`src/rtl/nco_pkg.sv`:
```
package nco_pkg;

  localparam int unsigned NCO_CW_W = 16;

  // Effective phase step: the word itself below half scale,
  // its two's complement (within w bits) at or above half scale.
  function automatic logic [31:0] eff_inc(input logic [31:0] cw, input int unsigned w);
    logic [31:0] mask;
    mask = (32'd1 << w) - 32'd1;
    if (cw[w-1]) return (~cw + 32'd1) & mask;
    else return cw & mask;
  endfunction

endpackage

```
`src/rtl/nco_cword_loader.sv`:
```
module nco_cword_loader #(
  parameter int CW_W = nco_pkg::NCO_CW_W,
  localparam int HALF_W = CW_W / 2
) (
  input  logic              clk,
  input  logic              rst_n,
  input  logic              wr_hi,
  input  logic              wr_lo,
  input  logic [HALF_W-1:0] wr_data,
  output logic [CW_W-1:0]   cword
);

  logic [HALF_W-1:0] stage_q;
  logic [HALF_W-1:0] upper_src;

  // A same-cycle upper write feeds the commit directly.
  assign upper_src = wr_hi ? wr_data : stage_q;

  always_ff @(posedge clk) begin
    if (!rst_n) begin
      stage_q <= '0;
      cword   <= '0;
    end else begin
      if (wr_hi) stage_q <= wr_data;
      if (wr_lo) cword   <= {upper_src, wr_data};
    end
  end

  AST_HI_ONLY_STAGES: assert property (@(posedge clk) disable iff (!rst_n)
    (wr_hi && !wr_lo) |=> $stable(cword));

  AST_NO_COMMIT_WITHOUT_LO: assert property (@(posedge clk) disable iff (!rst_n)
    !wr_lo |=> $stable(cword));

endmodule

```
`src/rtl/nco_phase_acc.sv`:
```
module nco_phase_acc #(
  parameter int CW_W = nco_pkg::NCO_CW_W
) (
  input  logic            clk,
  input  logic            rst_n,
  input  logic [CW_W-1:0] cword,
  output logic [CW_W-1:0] inc,
  output logic            wave
);

  logic [CW_W-1:0] acc_q;

  assign inc  = CW_W'(nco_pkg::eff_inc(32'(cword), CW_W));
  assign wave = acc_q[CW_W-1];

  always_ff @(posedge clk) begin
    if (!rst_n) acc_q <= '0;
    else        acc_q <= acc_q + inc;
  end

  AST_ZERO_WORD_FREEZES: assert property (@(posedge clk) disable iff (!rst_n)
    (cword == '0) |=> $stable(acc_q));

  AST_INC_RANGE: assert property (@(posedge clk) disable iff (!rst_n)
    inc <= (CW_W'(1) << (CW_W - 1)));

endmodule

```
`src/rtl/nco_edge_tick.sv`:
```
module nco_edge_tick (
  input  logic clk,
  input  logic rst_n,
  input  logic level,
  output logic tick
);

  logic level_d;

  always_ff @(posedge clk) begin
    if (!rst_n) level_d <= 1'b0;
    else        level_d <= level;
  end

  assign tick = level & ~level_d;

  AST_TICK_SINGLE: assert property (@(posedge clk) disable iff (!rst_n)
    tick |=> !tick);

endmodule

```
`src/rtl/nco_varfreq_gen.sv`:
```
module nco_varfreq_gen #(
  parameter int CW_W = nco_pkg::NCO_CW_W,
  localparam int HALF_W = CW_W / 2
) (
  input  logic              clk,
  input  logic              rst_n,
  input  logic              wr_hi,
  input  logic              wr_lo,
  input  logic [HALF_W-1:0] wr_data,
  output logic              wave_out,
  output logic              tick_out
);

  logic [CW_W-1:0] cword;
  logic [CW_W-1:0] inc;

  nco_cword_loader #(.CW_W(CW_W)) u_loader (
    .clk     (clk),
    .rst_n   (rst_n),
    .wr_hi   (wr_hi),
    .wr_lo   (wr_lo),
    .wr_data (wr_data),
    .cword   (cword)
  );

  nco_phase_acc #(.CW_W(CW_W)) u_acc (
    .clk   (clk),
    .rst_n (rst_n),
    .cword (cword),
    .inc   (inc),
    .wave  (wave_out)
  );

  nco_edge_tick u_tick (
    .clk   (clk),
    .rst_n (rst_n),
    .level (wave_out),
    .tick  (tick_out)
  );

  AST_TICK_NEEDS_WAVE: assert property (@(posedge clk) disable iff (!rst_n)
    tick_out |-> wave_out);

  AST_ZERO_NO_TICK: assert property (@(posedge clk) disable iff (!rst_n)
    (inc == '0) |=> !tick_out);

endmodule

```
`config.mk`:
```
export PLATFORM = sky130hd
export DESIGN_NAME = nco_varfreq_gen
export DESIGN_NICKNAME = d
export VERILOG_FILES = /design/src/rtl/nco_pkg.sv /design/src/rtl/nco_cword_loader.sv /design/src/rtl/nco_phase_acc.sv /design/src/rtl/nco_edge_tick.sv /design/src/rtl/nco_varfreq_gen.sv
export SDC_FILE = /design/constraint.sdc
export NUM_CORES = 1
export LEC_CHECK = 0
export ABC_AREA = 1
export BUFFER_PORTS_ARGS = -buffer_cell sky130_fd_sc_hd__buf_4
export CAP_MARGIN = 20
export CORE_ASPECT_RATIO = 1.5
export CORE_MARGIN = 5
export CORE_UTILIZATION = 60
export DETAILED_ROUTE_END_ITERATION = 8
export GPL_TIMING_DRIVEN = 0
export PLACE_DENSITY = 0.85
export SYNTH_ARGS = -nofsm -noshare
export SYNTH_HDL_FRONTEND = slang
export SYNTH_SLANG_ARGS = --single-unit
```
`constraint.sdc`:
```
create_clock -name clk -period 4.5 [get_ports clk]
set_clock_uncertainty 0.1 [all_clocks]
set_input_delay 0.225 -clock clk [delete_from_list [all_inputs] [get_ports clk]]
set_output_delay 0.225 -clock clk [all_outputs]
set_load 0.03 [all_outputs]
```
After elaboration in Yosys (flattened, before gate mapping). Index checks and enable logic that the tools add are counted.

Register bits: 41. Input bits: 12. Output and inout bits: 2. Logic and storage cells: 11.

$add $sub $neg: 2. Mux-type cells: 2. Bitwise operators: 3.

Operator list (number): $add A16 B1 Y16 const B (1); $add A16 B16 Y16 (1); $mux W16 (1); $not A16 Y16 (1); $mux W8 (1); $and A1 B1 Y1 (1); $not A1 Y1 (1).

Logic depth before layout (Yosys ltp).
Word-level depth: 4. Mapped depth: 19. Mapped depth without buffers: 19.

By module. Synthesis repeated with hierarchy kept, for this count alone.

Cells, all modules: 410. Area total of the unflattened synthesis: 2650.0 um^2.

By module, submodules not included: nco_phase_acc (times used 1, cells an instance 285, area an instance 1726.7 um^2, seq. area each 320.3 um^2); nco_cword_loader (times used 1, cells an instance 120, area an instance 885.8 um^2, seq. area each 480.5 um^2); nco_edge_tick (times used 1, cells an instance 5, area an instance 37.5 um^2, seq. area each 20.0 um^2).

Worst setup path before layout. OpenSTA, ideal clock, no wires.

Kind: register to register. From: reg u_loader.cword[0]. To: reg u_acc.acc_q[15]. Setup time: 0.113 ns. Arrival: 2.126 ns. Data required time: 4.287 ns. Path slack: 2.161 ns. Stages on the path, launching flop included: 20. Buffers on the path: 0. Clock period less this slack: 2.339 ns. Cell sequence: dfxtp_1 -> inv_1 -> ha_1 -> nand3_1 -> nor2_1 -> nand2_1 -> nand2_1 -> o21ai_0 -> xor2_1 -> ha_1 -> nand2_1 -> inv_1 -> nand2_1 -> nand2_1 -> nand2_1 -> nand2_1 -> a21oi_1 -> nand2_1 -> nand2_1 -> nor2_1.

Longest elaborated chain between the ends: 4.

RTL lines: from (decl) (line nco_cword_loader.sv:10) `output logic [CW_W-1:0] cword`; from (signal assigned) (line nco_cword_loader.sv:25) `if (wr_lo) cword <= {upper_src, wr_data};`; $not A16 Y16 (line nco_pkg.sv:10) `if (cw[w-1]) return (~cw + 32'd1) & mask;`; $add A16 B1 Y16 (line nco_pkg.sv:10); $mux W16 (*) (line nco_pkg.sv:10); $add A16 B16 Y16 (*) (line nco_phase_acc.sv:18) `else acc_q <= acc_q + inc;`; to (signal assigned) (line nco_phase_acc.sv:18); to (decl) (line nco_phase_acc.sv:11) `logic [CW_W-1:0] acc_q;`.

Every way passes the cells marked *; elsewhere a longest branch is shown, timed or not. A chain may end at the register's enable or synchronous reset.

Worst setup path after layout. Same ends and word-level chain as after synthesis.

==> results.ini <==
[outcome]
status=complete, no violations

[power_and_ir_drop]
vdd_drop_max_v=0.0004359
finalPower_mw=1.312
total_leakage_power_nw=1.497
powerDensity_mw_per_mm2=471.5

[floorplan]
die_y_um=89.20
core_area_mm2=0.003994
die-area_mm2=0.005601
row_count=28
die_x_um=62.80
start_util=0.6281
boundaryPins=14

[final_layout]
n_fill_cell=359
diodes=0
multi_input_area_mm2=0.001446
utilization=0.6967
nNetsFinal=416
area_growth_pct=10.92
drive_gt1_frac=0.1117
final-seq-area_um2=820.8

[sta]
rsz0062_at_grt=no
timing.final.crit_share=0.6219
clock.fmax_mhz=357.3
worst_slew_pin_slew_ns=0.4610
holdWs_ns=0.08526
hold_violations=0
max-slew-margin-rel=0.6927
fin_ws_ns=1.701
tns_ns=0
drv_slew=0
finalSetupViolations=0
fin_crit_ns=2.799

[synthesis]
synth.yosys.warnings=0
synth.top_cell.area_share=0.3272
synth_commonest_cells=nand2_1, inv_1, dfxtp_1
syn_nets=396
syn_area_mm2=0.002509
synthArstFlopShare=0
synthFlopType=dfxtp_1
synth.most_common_cell=nand2_1
yosys.area.top_type=dfxtp_1
netlist_top_cells_area=dfxtp_1, nand2_1, ha_1
syn_inst=364
ys_seq_elements=41
synth_cell_type_count=32
synth-edff-count=0
yosysSeqAreaShare=0.3272
avgSynthCellArea_um2=6.892

[global_route]
top_usage_layer=met2
first_global_vias=2462
grt_overflow_total=0
grt_pass1_wl_um=10090
grt_max_degree=14
antenna_found_initial=0
gr-usage-met2=0.4660
gr-usage-met3=0.04277
grtUsageMet1=0.1981
track_usage=0.2283

[clock_tree]
cts_tree=yes
postCtsSetupBuffers=0
cts_resized=0
cts-htree-levels=2
cts.sinks=41
cts-root-buf=clkbuf_8
worstSkewPairLatency_ns=0.31
clkSlewWorstSetupHoldPaths_ns=0.08
numCtsBuffers=5
cts_hold_buf=0
cts_buffer_depth=2

[drt]
first_pass_iters=4
drtAntennaViolNets=0
routed_wirelength_um=5519
routedWlPerCell_um=12.83
dr_total_vias=2289
drt_iter0_markers=86
drt-vias-per-instance=5.323
drcViolationCount=0

[hold_path]
hold_path_depth=3
hold_class=input port to register

[critical_path]
critPathMaxFanout=4
crit_type=register to register
end_kind=register
start_kind=register
worstPathRequired_ns=4.61
rr_worst_depth=17
cp.arrival_ns=2.90

[flow_run]
drv_cap=0

[placement]
pre_cts_slack_ns=1.741
dp_hpwl_um=4430
gp_congestion=0.9030
io_buffers=13

-- metrics by stage --
step	area [µm²]	std cells
floorplan	2509	364
global route	2783	430
finish	2783	430
CTS	2783	430
detailed placement	2663	422
global placement	2663	422
-- report_power, final --
group          switching, mW  internal [mW]  total [mW]
combinational          0.332          0.198       0.530
sequential            0.0347          0.431       0.465
clock                  0.137          0.180       0.317
total                  0.503          0.809        1.31
-- per-layer routing --
metal,vias up,wire (µm)
met1,1023,2063
met3,23,185
li1,1201,-
met5,-,0
met4,0,226
met2,42,3044
-- critical path: stages (launching register included) --
cell and delay (ns):
dfxtp_1 0.33, inv_1 0.10, ha_1 0.17, nand3_1 0.11, nor2_1 0.15, nand2_1 0.10, nand2_1 0.13, o21ai_0 0.11
xor2_1 0.24, ha_1 0.28, a21oi_1 0.30, nand2_1 0.09, nand2_1 0.06, nand2_1 0.04, a21oi_1 0.20, nand2_1 0.08
nand2_1 0.06, nor2_1 0.03
-- flip-flops by register name, summed over array words and instances (netlist names) --
signal and flops:
u_tick.level_d 1, u_loader.stage_q 8, u_acc.acc_q 16, u_loader.cword 16
-- cells by family after synthesis --
| kind of cell | after synthesis | synth area share |
|---|---|---|
| buffers and inverters | 60 | 0.09625 |
| XOR/XNOR | 13 | 0.04539 |
| AND/OR/NAND/NOR | 164 | 0.2833 |
| flip-flops | 41 | 0.3272 |
| adder cells (fa/ha/maj) | 20 | 0.1027 |
| AO/OA/AOI/OAI | 66 | 0.1451 |
-- final timing paths --
| kind | from | to | slack [ns] |
|---|---|---|---|
| setup / recovery | u_loader.cword[0]$_SDFFE_PN0P_ | u_acc.acc_q[15]$_SDFF_PN0_ | 1.70 |
| hold / removal | wr_data[7] | u_loader.cword[7]$_SDFFE_PN0P_ | 0.09 |
| setup reg to reg | u_loader.cword[0]$_SDFFE_PN0P_ | u_acc.acc_q[15]$_SDFF_PN0_ | 1.70 |
| hold reg to reg | u_acc.acc_q[15]$_SDFF_PN0_ | u_tick.level_d$_SDFF_PN0_ | 0.36 |
-- layout make-up --
type                       instances  share of cell area
sequential                        41              0.2950
clock buffer                       6             0.02968
multi-input combinational        263              0.5198
clock inverter                     2             0.01349
timing repair buffer              13             0.03507
tap                               45             0.02023
inverter                          52             0.07014
buffer                             8             0.01664
-- cell usage in the layout (no fill, tap or decap) --
master	count
bufinv_16	1
clkbuf_1	4
or2_1	1
o21bai_1	2
and2_4	1
fa_1	1
nand2_1	90
o21ai_2	1
nor2_1	39
dfxtp_1	41
nand2_2	4
buf_2	2
nand3b_1	1
a21o_1	1
and2_1	1
inv_1	51
buf_4	14
o21ai_0	25
ha_1	19
nor2_4	1
nand3_1	11
o211ai_1	8
xnor2_1	2
a21oi_1	27
o21ai_1	1
xor2_1	11
o21a_1	1
nor2_2	6
clkinvlp_4	1
nand3_2	4
clkbuf_8	7
nor3_1	2
inv_2	1
nand4_1	3
Note: power is estimated with default switching activity, not from simulation.
